<file path="src/rtl/dma_ch_pkg.sv">
package dma_ch_pkg;
  localparam int BURST_BEATS = 4;

  localparam int B_EN    = 0;
  localparam int B_FIN   = 1;
  localparam int B_FIE   = 2;
  localparam int B_BURST = 3;
  localparam int B_ERR   = 4;
  localparam int B_EIE   = 5;
  localparam int B_SMEM  = 6;
  localparam int B_DMEM  = 7;
  localparam int F_SSTEP = 8;
  localparam int F_DSTEP = 12;
  localparam int F_DLINE = 16;
  localparam int F_WID   = 20;
  localparam int F_SLINE = 24;

  localparam logic [31:0] CTRL_KEEP = 32'h0F3F_77FF;

  typedef enum logic [2:0] {
    S_IDLE, S_WAIT, S_RD, S_RSP, S_WR, S_ACK
  } seq_state_t;

  function automatic logic [2:0] unit_bytes(input logic [1:0] w);
    case (w)
      2'b00:   return 3'd4;
      2'b01:   return 3'd2;
      2'b10:   return 3'd1;
      default: return 3'd0;
    endcase
  endfunction

  function automatic logic [2:0] step_mag(input logic [2:0] c);
    case (c[1:0])
      2'b01:   return 3'd1;
      2'b10:   return 3'd2;
      2'b11:   return 3'd4;
      default: return 3'd0;
    endcase
  endfunction

  function automatic logic cfg_ok(input logic [1:0] w, input logic [2:0] s,
                                  input logic [2:0] d);
    logic [2:0] u;
    u = unit_bytes(w);
    if (u == 3'd0) return 1'b0;
    return ((s == 3'd0) || (step_mag(s) == u)) &&
           ((d == 3'd0) || (step_mag(d) == u));
  endfunction

  function automatic logic [31:0] step_delta(input logic [2:0] c);
    logic [31:0] m;
    m = {29'd0, step_mag(c)};
    return c[2] ? (32'd0 - m) : m;
  endfunction
endpackage

</file>
<file path="src/rtl/dma_ch_addr_step.sv">
module dma_ch_addr_step #(
  parameter int AW = 32
) (
  input  logic          clk,
  input  logic          rst_n,
  input  logic          load_i,
  input  logic [AW-1:0] load_val_i,
  input  logic          step_i,
  input  logic [31:0]   delta_i,
  output logic [AW-1:0] addr_o
);
  logic [AW-1:0] addr_q;

  always_ff @(posedge clk) begin
    if (!rst_n)      addr_q <= '0;
    else if (load_i) addr_q <= load_val_i;
    else if (step_i) addr_q <= addr_q + AW'($signed(delta_i));
  end

  assign addr_o = addr_q;

  assert_step_R4: assert property (@(posedge clk) disable iff (!rst_n)
    (step_i && !load_i) |=> addr_q == $past(addr_q) + AW'($signed($past(delta_i))));
endmodule

</file>
<file path="src/rtl/dma_ch_cycle_cnt.sv">
module dma_ch_cycle_cnt #(
  parameter int CW = 24
) (
  input  logic          clk,
  input  logic          rst_n,
  input  logic          load_i,
  input  logic [CW-1:0] load_val_i,
  input  logic          dec_i,
  output logic [CW-1:0] cnt_o,
  output logic          zero_o,
  output logic          last_o
);
  logic [CW-1:0] cnt_q;

  always_ff @(posedge clk) begin
    if (!rst_n)                       cnt_q <= '0;
    else if (load_i)                  cnt_q <= load_val_i;
    else if (dec_i && cnt_q != '0)    cnt_q <= cnt_q - 1'b1;
  end

  assign cnt_o  = cnt_q;
  assign zero_o = (cnt_q == '0);
  assign last_o = (cnt_q == CW'(1));

  assert_dec_R6: assert property (@(posedge clk) disable iff (!rst_n)
    (dec_i && !load_i && cnt_q != '0) |=> cnt_q == $past(cnt_q) - 1'b1);
endmodule

</file>
<file path="src/rtl/dma_ch_seq.sv">
module dma_ch_seq
  import dma_ch_pkg::*;
#(
  parameter int AW = 32,
  parameter int DW = 32,
  parameter int NL = 16,
  localparam int LW = $clog2(NL),
  localparam int BW = $clog2(BURST_BEATS)
) (
  input  logic          clk,
  input  logic          rst_n,
  input  logic          en_i,
  input  logic          burst_i,
  input  logic [1:0]    width_i,
  input  logic [2:0]    sstep_i,
  input  logic [2:0]    dstep_i,
  input  logic [LW-1:0] sline_i,
  input  logic [LW-1:0] dline_i,
  input  logic          smem_i,
  input  logic          dmem_i,
  input  logic          cnt_zero_i,
  input  logic          cnt_last_i,
  input  logic [AW-1:0] src_addr_i,
  input  logic [AW-1:0] dst_addr_i,
  input  logic [NL-1:0] dreq_i,
  output logic [NL-1:0] dack_o,
  output logic          rd_req_valid_o,
  input  logic          rd_req_ready_i,
  output logic [AW-1:0] rd_req_addr_o,
  output logic          rd_req_mem_o,
  output logic [1:0]    rd_req_size_o,
  input  logic          rd_rsp_valid_i,
  output logic          rd_rsp_ready_o,
  input  logic [DW-1:0] rd_rsp_data_i,
  output logic          wr_req_valid_o,
  input  logic          wr_req_ready_i,
  output logic [AW-1:0] wr_req_addr_o,
  output logic          wr_req_mem_o,
  output logic [1:0]    wr_req_size_o,
  output logic [DW-1:0] wr_req_data_o,
  output logic          step_o,
  output logic [31:0]   src_delta_o,
  output logic [31:0]   dst_delta_o,
  output logic          dec_o,
  output logic          fin_set_o,
  output logic          err_set_o
);
  seq_state_t    state_q;
  logic [BW-1:0] beat_q;
  logic [DW-1:0] data_q;
  logic          cfg_good, lines_rdy, last_beat, wr_fire;

  assign cfg_good  = cfg_ok(width_i, sstep_i, dstep_i);
  assign lines_rdy = ((sline_i == '0) || dreq_i[sline_i]) &&
                     ((dline_i == '0) || dreq_i[dline_i]);
  assign last_beat = !burst_i || (beat_q == BW'(BURST_BEATS - 1));
  assign wr_fire   = wr_req_valid_o && wr_req_ready_i;

  always_ff @(posedge clk) begin
    if (!rst_n) begin
      state_q <= S_IDLE;
      beat_q  <= '0;
      data_q  <= '0;
    end else if (!en_i) begin
      state_q <= S_IDLE;
    end else begin
      case (state_q)
        S_IDLE: if (cfg_good && !cnt_zero_i) state_q <= S_WAIT;
        S_WAIT: if (lines_rdy) begin
          state_q <= S_RD;
          beat_q  <= '0;
        end
        S_RD:   if (rd_req_ready_i) state_q <= S_RSP;
        S_RSP:  if (rd_rsp_valid_i) begin
          data_q  <= rd_rsp_data_i;
          state_q <= S_WR;
        end
        S_WR:   if (wr_req_ready_i) begin
          if (last_beat) state_q <= S_ACK;
          else begin
            beat_q  <= beat_q + 1'b1;
            state_q <= S_RD;
          end
        end
        S_ACK:  state_q <= cnt_last_i ? S_IDLE : S_WAIT;
        default: state_q <= S_IDLE;
      endcase
    end
  end

  assign rd_req_valid_o = en_i && (state_q == S_RD);
  assign rd_req_addr_o  = src_addr_i;
  assign rd_req_mem_o   = smem_i;
  assign rd_req_size_o  = width_i;
  assign rd_rsp_ready_o = (state_q == S_RSP) || (state_q == S_IDLE);
  assign wr_req_valid_o = en_i && (state_q == S_WR);
  assign wr_req_addr_o  = dst_addr_i;
  assign wr_req_mem_o   = dmem_i;
  assign wr_req_size_o  = width_i;
  assign wr_req_data_o  = data_q;

  assign step_o      = wr_fire;
  assign src_delta_o = step_delta(sstep_i);
  assign dst_delta_o = step_delta(dstep_i);
  assign dec_o       = en_i && (state_q == S_ACK);
  assign fin_set_o   = en_i && (((state_q == S_IDLE) && cfg_good && cnt_zero_i) ||
                                ((state_q == S_ACK) && cnt_last_i));
  assign err_set_o   = en_i && (state_q == S_IDLE) && !cfg_good;

  always_comb begin
    dack_o = '0;
    if (en_i && state_q == S_ACK) begin
      if (sline_i != '0) dack_o[sline_i] = 1'b1;
      if (dline_i != '0) dack_o[dline_i] = 1'b1;
    end
  end

  assert_excl_R3: assert property (@(posedge clk) disable iff (!rst_n)
    !(rd_req_valid_o && wr_req_valid_o));
  assert_rd_hold_R3: assert property (@(posedge clk) disable iff (!rst_n)
    (rd_req_valid_o && !rd_req_ready_i) |=> (rd_req_valid_o || !en_i));
  assert_wr_hold_R3: assert property (@(posedge clk) disable iff (!rst_n)
    (wr_req_valid_o && !wr_req_ready_i) |=> ((wr_req_valid_o && $stable(wr_req_data_o)) || !en_i));
  assert_err_quiet_R10: assert property (@(posedge clk) disable iff (!rst_n)
    err_set_o |=> (!rd_req_valid_o && !wr_req_valid_o));
  assert_dack_R9: assert property (@(posedge clk) disable iff (!rst_n)
    $countones(dack_o) <= 2);
endmodule

</file>
<file path="src/rtl/dma_ch_top.sv">
module dma_ch_top
  import dma_ch_pkg::*;
#(
  parameter int CH_INDEX = 0,
  parameter int RA_W     = 6,
  parameter int AW       = 32,
  parameter int DW       = 32,
  parameter int CW       = 24,
  parameter int NL       = 16
) (
  input  logic            clk,
  input  logic            rst_n,
  input  logic            reg_en,
  input  logic            reg_wr,
  input  logic [RA_W-1:0] reg_addr,
  input  logic [31:0]     reg_wdata,
  output logic [31:0]     reg_rdata,
  output logic            rd_req_valid,
  input  logic            rd_req_ready,
  output logic [AW-1:0]   rd_req_addr,
  output logic            rd_req_mem,
  output logic [1:0]      rd_req_size,
  input  logic            rd_rsp_valid,
  output logic            rd_rsp_ready,
  input  logic [DW-1:0]   rd_rsp_data,
  output logic            wr_req_valid,
  input  logic            wr_req_ready,
  output logic [AW-1:0]   wr_req_addr,
  output logic            wr_req_mem,
  output logic [1:0]      wr_req_size,
  output logic [DW-1:0]   wr_req_data,
  input  logic [NL-1:0]   dreq,
  output logic [NL-1:0]   dack,
  output logic            irq
);
  localparam int LW    = $clog2(NL);
  localparam int WIN_W = RA_W - 4;

  logic [31:0]   ctrl_q, ctrl_sw, ctrl_d;
  logic          hit, ctrl_wr, running;
  logic [1:0]    off;
  logic [AW-1:0] side_addr [2];
  logic [31:0]   side_delta[2];
  logic          side_load [2];
  logic [CW-1:0] cnt;
  logic          cnt_zero, cnt_last, cnt_load;
  logic          step, dec, fin_set, err_set;

  assign hit     = reg_en && (reg_addr[RA_W-1:4] == WIN_W'(CH_INDEX)) &&
                   (reg_addr[1:0] == 2'b00);
  assign off     = reg_addr[3:2];
  assign running = ctrl_q[B_EN];
  assign ctrl_wr = hit && reg_wr && (off == 2'd3);

  always_comb begin
    ctrl_sw = ctrl_q;
    if (ctrl_wr) begin
      if (!running) ctrl_sw = reg_wdata & CTRL_KEEP;
      else begin
        ctrl_sw[B_EN]  = reg_wdata[B_EN];
        ctrl_sw[B_FIE] = reg_wdata[B_FIE];
        ctrl_sw[B_EIE] = reg_wdata[B_EIE];
      end
      ctrl_sw[B_FIN] = ctrl_q[B_FIN] & reg_wdata[B_FIN];
      ctrl_sw[B_ERR] = ctrl_q[B_ERR] & reg_wdata[B_ERR];
    end
    ctrl_d = ctrl_sw;
    if (fin_set) begin
      ctrl_d[B_EN]  = 1'b0;
      ctrl_d[B_FIN] = 1'b1;
    end
    if (err_set) begin
      ctrl_d[B_EN]  = 1'b0;
      ctrl_d[B_ERR] = 1'b1;
    end
  end

  always_ff @(posedge clk) begin
    if (!rst_n) ctrl_q <= '0;
    else        ctrl_q <= ctrl_d;
  end

  assign side_delta[0] = 32'd0;
  assign side_delta[1] = 32'd0;

  logic [31:0] src_delta, dst_delta;

  for (genvar s = 0; s < 2; s++) begin : g_side
    assign side_load[s] = hit && reg_wr && !running && (off == 2'(s));
    dma_ch_addr_step #(.AW(AW)) u_step (
      .clk       (clk),
      .rst_n     (rst_n),
      .load_i    (side_load[s]),
      .load_val_i(reg_wdata[AW-1:0]),
      .step_i    (step),
      .delta_i   ((s == 0) ? src_delta : dst_delta),
      .addr_o    (side_addr[s])
    );
  end

  assign cnt_load = hit && reg_wr && !running && (off == 2'd2);

  dma_ch_cycle_cnt #(.CW(CW)) u_cnt (
    .clk       (clk),
    .rst_n     (rst_n),
    .load_i    (cnt_load),
    .load_val_i(reg_wdata[CW-1:0]),
    .dec_i     (dec),
    .cnt_o     (cnt),
    .zero_o    (cnt_zero),
    .last_o    (cnt_last)
  );

  dma_ch_seq #(.AW(AW), .DW(DW), .NL(NL)) u_seq (
    .clk           (clk),
    .rst_n         (rst_n),
    .en_i          (running),
    .burst_i       (ctrl_q[B_BURST]),
    .width_i       (ctrl_q[F_WID +: 2]),
    .sstep_i       (ctrl_q[F_SSTEP +: 3]),
    .dstep_i       (ctrl_q[F_DSTEP +: 3]),
    .sline_i       (ctrl_q[F_SLINE +: LW]),
    .dline_i       (ctrl_q[F_DLINE +: LW]),
    .smem_i        (ctrl_q[B_SMEM]),
    .dmem_i        (ctrl_q[B_DMEM]),
    .cnt_zero_i    (cnt_zero),
    .cnt_last_i    (cnt_last),
    .src_addr_i    (side_addr[0]),
    .dst_addr_i    (side_addr[1]),
    .dreq_i        (dreq),
    .dack_o        (dack),
    .rd_req_valid_o(rd_req_valid),
    .rd_req_ready_i(rd_req_ready),
    .rd_req_addr_o (rd_req_addr),
    .rd_req_mem_o  (rd_req_mem),
    .rd_req_size_o (rd_req_size),
    .rd_rsp_valid_i(rd_rsp_valid),
    .rd_rsp_ready_o(rd_rsp_ready),
    .rd_rsp_data_i (rd_rsp_data),
    .wr_req_valid_o(wr_req_valid),
    .wr_req_ready_i(wr_req_ready),
    .wr_req_addr_o (wr_req_addr),
    .wr_req_mem_o  (wr_req_mem),
    .wr_req_size_o (wr_req_size),
    .wr_req_data_o (wr_req_data),
    .step_o        (step),
    .src_delta_o   (src_delta),
    .dst_delta_o   (dst_delta),
    .dec_o         (dec),
    .fin_set_o     (fin_set),
    .err_set_o     (err_set)
  );

  always_comb begin
    reg_rdata = '0;
    if (hit) begin
      case (off)
        2'd0:    reg_rdata = 32'(side_addr[0]);
        2'd1:    reg_rdata = 32'(side_addr[1]);
        2'd2:    reg_rdata = 32'(cnt);
        default: reg_rdata = ctrl_q;
      endcase
    end
  end

  assign irq = (ctrl_q[B_FIN] && ctrl_q[B_FIE]) || (ctrl_q[B_ERR] && ctrl_q[B_EIE]);

  assert_fin_stops_R6: assert property (@(posedge clk) disable iff (!rst_n)
    fin_set |=> (!ctrl_q[B_EN] && ctrl_q[B_FIN]));
  assert_cnt_lock_R12: assert property (@(posedge clk) disable iff (!rst_n)
    (running && hit && reg_wr && off == 2'd2 && !dec) |=> cnt == $past(cnt));
  assert_src_lock_R12: assert property (@(posedge clk) disable iff (!rst_n)
    (running && hit && reg_wr && off == 2'd0 && !step) |=> side_addr[0] == $past(side_addr[0]));
endmodule

</file>
<file path="config.mk">
export PLATFORM = sky130hd
export DESIGN_NAME = dma_ch_top
export DESIGN_NICKNAME = d
export VERILOG_FILES = /design/src/rtl/dma_ch_pkg.sv /design/src/rtl/dma_ch_addr_step.sv /design/src/rtl/dma_ch_cycle_cnt.sv /design/src/rtl/dma_ch_seq.sv /design/src/rtl/dma_ch_top.sv
export SDC_FILE = /design/constraint.sdc
export NUM_CORES = 1
export LEC_CHECK = 0
export ABC_CLOCK_PERIOD_IN_PS = 8100
export BUFFER_PORTS_ARGS = -buffer_cell sky130_fd_sc_hd__clkbuf_2
export CELL_PAD_IN_SITES_DETAIL_PLACEMENT = 2
export CELL_PAD_IN_SITES_GLOBAL_PLACEMENT = 2
export CORE_ASPECT_RATIO = 2
export CORE_UTILIZATION = 34
export CTS_CLUSTER_DIAMETER = 60
export CTS_CLUSTER_SIZE = 10
export DETAILED_ROUTE_END_ITERATION = 12
export GPL_ROUTABILITY_DRIVEN = 0
export PLACE_DENSITY = 0.92
export SYNTH_ARGS = -nofsm -noshare
export SYNTH_HDL_FRONTEND = slang
export SYNTH_SLANG_ARGS = --single-unit
export TNS_END_PERCENT = 20
</file>
<file path="constraint.sdc">
create_clock -name clk -period 8.1 [get_ports clk]
set_input_delay 1.62 -clock clk [delete_from_list [all_inputs] [get_ports clk]]
set_output_delay 1.62 -clock clk [all_outputs]
set_load 0.01 [all_outputs]
</file>
## After elaboration in Yosys (flattened, before gate mapping)

Index checks and enable logic that the tools add are counted.
Widths: inputs -> output; s select.

| operators by class | value |
|---|---|
| add/subtract/negate cells | 6 |
| magnitude comparators | 4 |
| eq/ne operators | 26 |
| multiplexer cells | 46 |
| bitwise operators | 5 |
| reductions and logical operators | 64 |

Operators by type and width:

| operator | number |
|---|---|
| $mux 32 | 7 |
| $pmux 32 s3 | 1 |
| $add 32x32->32 | 2 |
| $mux 16 | 4 |
| $mux 24 | 2 |
| $pmux 3 s3 | 3 |
| $logic_and 1x1->1 | 26 |
| $eq 24x1->1 const B | 1 |
| $logic_not 24->1 | 1 |
| $mux 3 | 8 |
| $reduce_bool 24->1 | 1 |
| $sub 24x1->24 const B | 1 |
| $pmux 3 s6 | 1 |
| $eq 2x2->1 const B | 8 |
| $or 16x16->16 | 1 |
| $logic_not 3->1 | 4 |
| $reduce_bool 2->1 | 6 |
| $lt 4x5->1 const B | 2 |
| $mux 1 | 10 |
| $reduce_and 5->1 | 2 |
| $bmux 1 s4 | 2 |
| $demux 1 s4 | 2 |
| $eq 2x1->1 const B | 4 |
| $ge 4x1->1 const B | 2 |
| 21 further kinds | 50 |

| word-level totals | value |
|---|---|
| register bits after elaboration | 149 |
| bits of input ports | 93 |
| output and inout bits | 154 |
| word-level logic and storage cells | 162 |

## Longest topological paths before layout

| depth | value |
|---|---|
| depth in word-level cells | 14 |
| depth in mapped cells | 13 |

## Hierarchy

Synthesis repeated with hierarchy kept, for this count alone.

| unflattened totals | value |
|---|---|
| cell total of the unflattened synthesis | 1713 |
| area total of the unflattened synthesis | 13550.5 um2 |

Modules (own cells, without submodules):

| module | times used | cells an instance | area each (um2) | seq. area each (um2) |
|---|---|---|---|---|
| dma_ch_addr_step | 2 | 442 | 3334.4 | 640.6 |
| dma_ch_seq | 1 | 441 | 3413.3 | 740.7 |
| dma_ch_top | 1 | 209 | 1984.4 | 480.5 |
| dma_ch_cycle_cnt | 1 | 179 | 1483.9 | 480.5 |

## Least setup slack after synthesis

OpenSTA, ideal clock, no wires.

| path | value |
|---|---|
| path type | input port to output port |
| from | input reg_addr[3] |
| to | output reg_rdata[11] |
| arrival time | 3.306 ns |
| required time | 6.480 ns |
| setup slack | 3.174 ns |
| stages | 7 |
| buffers on the path | 3 |
| path through | clkbuf_1 -> buf_1 -> clkbuf_1 -> mux2i_1 -> nor2_1 -> a21oi_1 -> nor2_1 |

| between the ends | value |
|---|---|
| word-level cells in the longest chain between the ends | 3 |
| elaborated cells between the ends (all ways) | 5 |

RTL lines:

| element | line | RTL |
|---|---|---|
| start: declaration | dma_ch_top.sv:15 | `input logic [RA_W-1:0] reg_addr,` |
| $eq 2x2->1 (tied with other cells) | dma_ch_top.sv:157 | `case (off)` |
| $pmux 32 s3 * | dma_ch_top.sv:157 |  |
| $mux 32 * | dma_ch_top.sv:156 | `if (hit) begin` |
| end: declaration | dma_ch_top.sv:17 | `output logic [31:0] reg_rdata,` |

Mark *: on every way between the ends. The rest lies on a longest branch, timed or not.

## Final worst setup path

| path | value |
|---|---|
| from | input reg_addr[3] |
| to | output reg_rdata[23] |

The elaborated chain is that of the path after synthesis.

==> results.sh <==
export IMPL_yosysWarnings=0
export IMPL_cp_data_required_time_ns=6.48
export IMPL_die_area_mm2=0.0345
export IMPL_syn_nets=1664
export IMPL_initial_core_util=0.347
export IMPL_grt_pass1_wl_um=97900
export IMPL_route_detailed_drc=0
export IMPL_slowest_stage="buf_4"
export IMPL_synth_edf_count=0
export IMPL_critPathLaunchType="input pin"
export IMPL_ys_types=77
export IMPL_dieWidth_um=132
export IMPL_drtIter0Drc=969
export IMPL_crit_chain="clkbuf_2 > buf_4 > mux2i_1 > nor2_1 > a21oi_1 > nor2_1 > clkbuf_2"
export IMPL_fin_cells=2114
export IMPL_drive_gt1_frac=0.207
export IMPL_grt_pass1_vias=15600
export IMPL_clockBufferDepth=2
export IMPL_nets=1835
export IMPL_ys_async_sr_fraction=0
export IMPL_dr_pass1_iters=5
export IMPL_arrival_ns=3.32
export IMPL_place_inst=2077
export IMPL_leakage_nw=5.53
export IMPL_synth_top_family_by_area="compound AO/OA/AOI/OAI gates"
export IMPL_fin_crit_ns=4.94
export IMPL_antenna_left=0
export IMPL_core_area_mm2=0.0330
export IMPL_yosys_area_share_xor_xnor=0.0359
export IMPL_slew_viol_final=0
export IMPL_worst_setup_path_end_kind="output pin"
export IMPL_drv_cap=0
export IMPL_synth_most_common_cell="nand2_1"
export IMPL_p_sw_frac=0.260
export IMPL_overflow=0
export IMPL_hold_path_class="flop to flop"
export IMPL_power_density_mw_per_mm2=127
export IMPL_post_cts_setup_buffer_count=0
export IMPL_intPower_mw=1.27
export IMPL_num_fill_cells=3750
export IMPL_clk_pin_slew_worst_paths_ns=0.07
export IMPL_netlist_top_cells_count="207 x nand2_1, 199 x a21oi_1, 149 x dfxtp_1"
export IMPL_numClockSinks=149
export IMPL_timing_setup_tns_ns=0
export IMPL_yosys_top_cells_area="dfxtp_1 26%, a21oi_1 8.7%, ha_1 8.3%"
export IMPL_via_count=13800
export IMPL_synth_simple_area_share=0.229
export IMPL_synth_area_mm2=0.0115
export IMPL_status="finished, final reports clean"
export IMPL_grt_max_degree=79
export IMPL_cts_hold_buf=0
export IMPL_min_period_over_period=0.609
export IMPL_area_growth_pct=18.4
export IMPL_worstPathMaxFanout=38
export IMPL_wl_per_cell_um=31.0
export IMPL_clk_latency_ns=0.49
export IMPL_synth_fa_ha_area_frac=0.0864
export IMPL_grt_usage=0.382
export IMPL_slowest_delay_ns=0.55
export IMPL_power_frac_seq=0.428
export IMPL_vias_per_cell=6.54
export IMPL_fin_util=0.411
export IMPL_avgSynthCellArea_um2=7.68
export IMPL_hold_viol=0
export IMPL_tightest_slew_ns=1.16
export IMPL_fp_dieH_um=262
export IMPL_irDropWorstVdd_mv=0.120
export IMPL_cts_buffers=17
export IMPL_fin_worst_skew_ns=0.0159
export IMPL_synth_compound_area_frac=0.265
export IMPL_p_sw_mw=0.448
export IMPL_cts_htree_levels=4
export IMPL_power_total_mw=1.72
export IMPL_cts_root_buf="clkbuf_16"
export IMPL_antenna_found_initial=8
export IMPL_rsz0062_at_grt="no"
export IMPL_ios=247
export IMPL_fmax_mhz=203
export IMPL_slew_headroom=0.210
export IMPL_finalSetupViolations=0
export IMPL_p_clk_frac=0.514
export IMPL_synthFlopType="dfxtp_1"
export IMPL_synth_top_cell_by_area="dfxtp_1"
export IMPL_yosys_register_bits=149
export IMPL_dp_hpwl_um=46100
export IMPL_critPathKind="input pin to output pin"
export IMPL_port_buffers=244
export IMPL_synth_area_mux_share=0.0785
export IMPL_synth_top_area_share=0.260
export IMPL_cts_tree="done"
export IMPL_synth_cells=1493
export IMPL_cts_resized=0
export IMPL_ys_seq_area_frac=0.260
export IMPL_p_comb_frac=0.058
export IMPL_row_count=94
export IMPL_routed_wl_um=65600
==> layout by cell type (no fill, tap or decap), types with 6 or more instances in the layout <==
master     synthesis  layout
nor2_1           128     123
nand2b_1          11      11
nor3_1            28      27
nand4_1           23      23
mux2_2             7       7
and2_1             7       7
o21a_1            10      10
buf_4              5      14
nand3_1           37      37
a22oi_1           58      58
mux2i_1           19      19
xnor2_1           33      33
a221oi_1          12      12
ha_1              76      76
o211ai_1          13      13
xor2_1            14      14
a21o_1            35      35
or3_1             10      10
clkbuf_2           0     244
a21boi_0           6       6
o221ai_1           9       9
mux4_2            28      28
nor2b_1           45      45
a31oi_1           12      12
clkbuf_16          0      17
nand2_1          207     207
dfxtp_1          149     149
or4_1             11      11
and3_1            16      16
a21oi_1          199     199
o21ai_0           49      49
nor4_1            10       9
o22ai_1           12      12
o21bai_1           8       8
inv_1             25      25
a211oi_1          11      11
==> cell type report <==
class	count	area (um2)	share of cell area
Inverter	26	100	0.00737
Clock buffer	20	467	0.0344
Clock inverter	12	151	0.0112
Antenna cell	5	12.5	0.000922
Sequential cell	149	2980	0.220
Timing Repair Buffer	258	1330	0.0977
Tap cell	432	541	0.0398
Multi-Input combinational cell	1212	8000	0.589
==> worst paths after layout <==
| check | start | end | slack (ns) | cells after the start |
|---|---|---|---|---|
| max | reg_addr[3] | reg_rdata[23] | 3.16 | 7 |
| min | u_seq.wr_req_data_o[1] | u_seq.wr_req_data_o[1] | 0.47 | 2 |
| max reg2reg | ctrl_q[8] | g_side[0].u_step.addr_o[30] | 3.86 | 11 |
| min reg2reg | u_seq.wr_req_data_o[1] | u_seq.wr_req_data_o[1] | 0.47 | 2 |
==> per-layer routing <==
metal	track usage	share of wire
met4	0.423	0.12
met3	0.104	0.073
met1	0.341	0.32
met2	0.666	0.49
met5	0	0.0016
==> flip-flops by register name (all words and copies together), names as in the netlist <==
| name | flops |
|---|---|
| g_side.u_step.addr_o | 64 |
| u_seq.beat_q | 2 |
| u_cnt.cnt_o | 24 |
| u_seq.wr_req_data_o | 32 |
| ctrl_q | 24 |
| u_seq.state_q | 3 |
==> critical path: cells and delay by family <==
kind                   cells  cell delay [ns]
muxes                      1             0.20
and+or+nand+nor            2             0.56
buffers and inverters      3             0.79
AOI/OAI and AO/OA          1             0.13
==> metrics by stage <==
stage                     hold WS (ns)  worst slack (ns)  cell area, um2
after floorplan                  0.437              3.17           11500
after global placement           0.441              3.29           12900
after detailed placement         0.454              3.25           12900
after CTS                        0.468              3.22           13600
after global routing             0.480              3.09           13600
final                            0.470              3.16           13600
==> power by group through the flow <==
stage                     Sequential (mW)  Clock (mW)  Combinational, mW
after floorplan                     0.752           0             0.0387
after global placement              0.753           0             0.0881
after detailed placement            0.753           0             0.0938
after CTS                           0.736       0.884             0.0961
after global routing                0.736       0.913              0.101
final                               0.737       0.884              0.100
==> cell families after synthesis <==
kind of cell | count (synthesis)
XOR/XNOR | 47
multiplexers | 54
flip-flops | 149
buffers and inverters | 132
other | 1
AO/OA/AOI/OAI | 479
adder cells (fa/ha/maj) | 78
AND/OR/NAND/NOR | 553
Power figures use the tool's default switching activity.
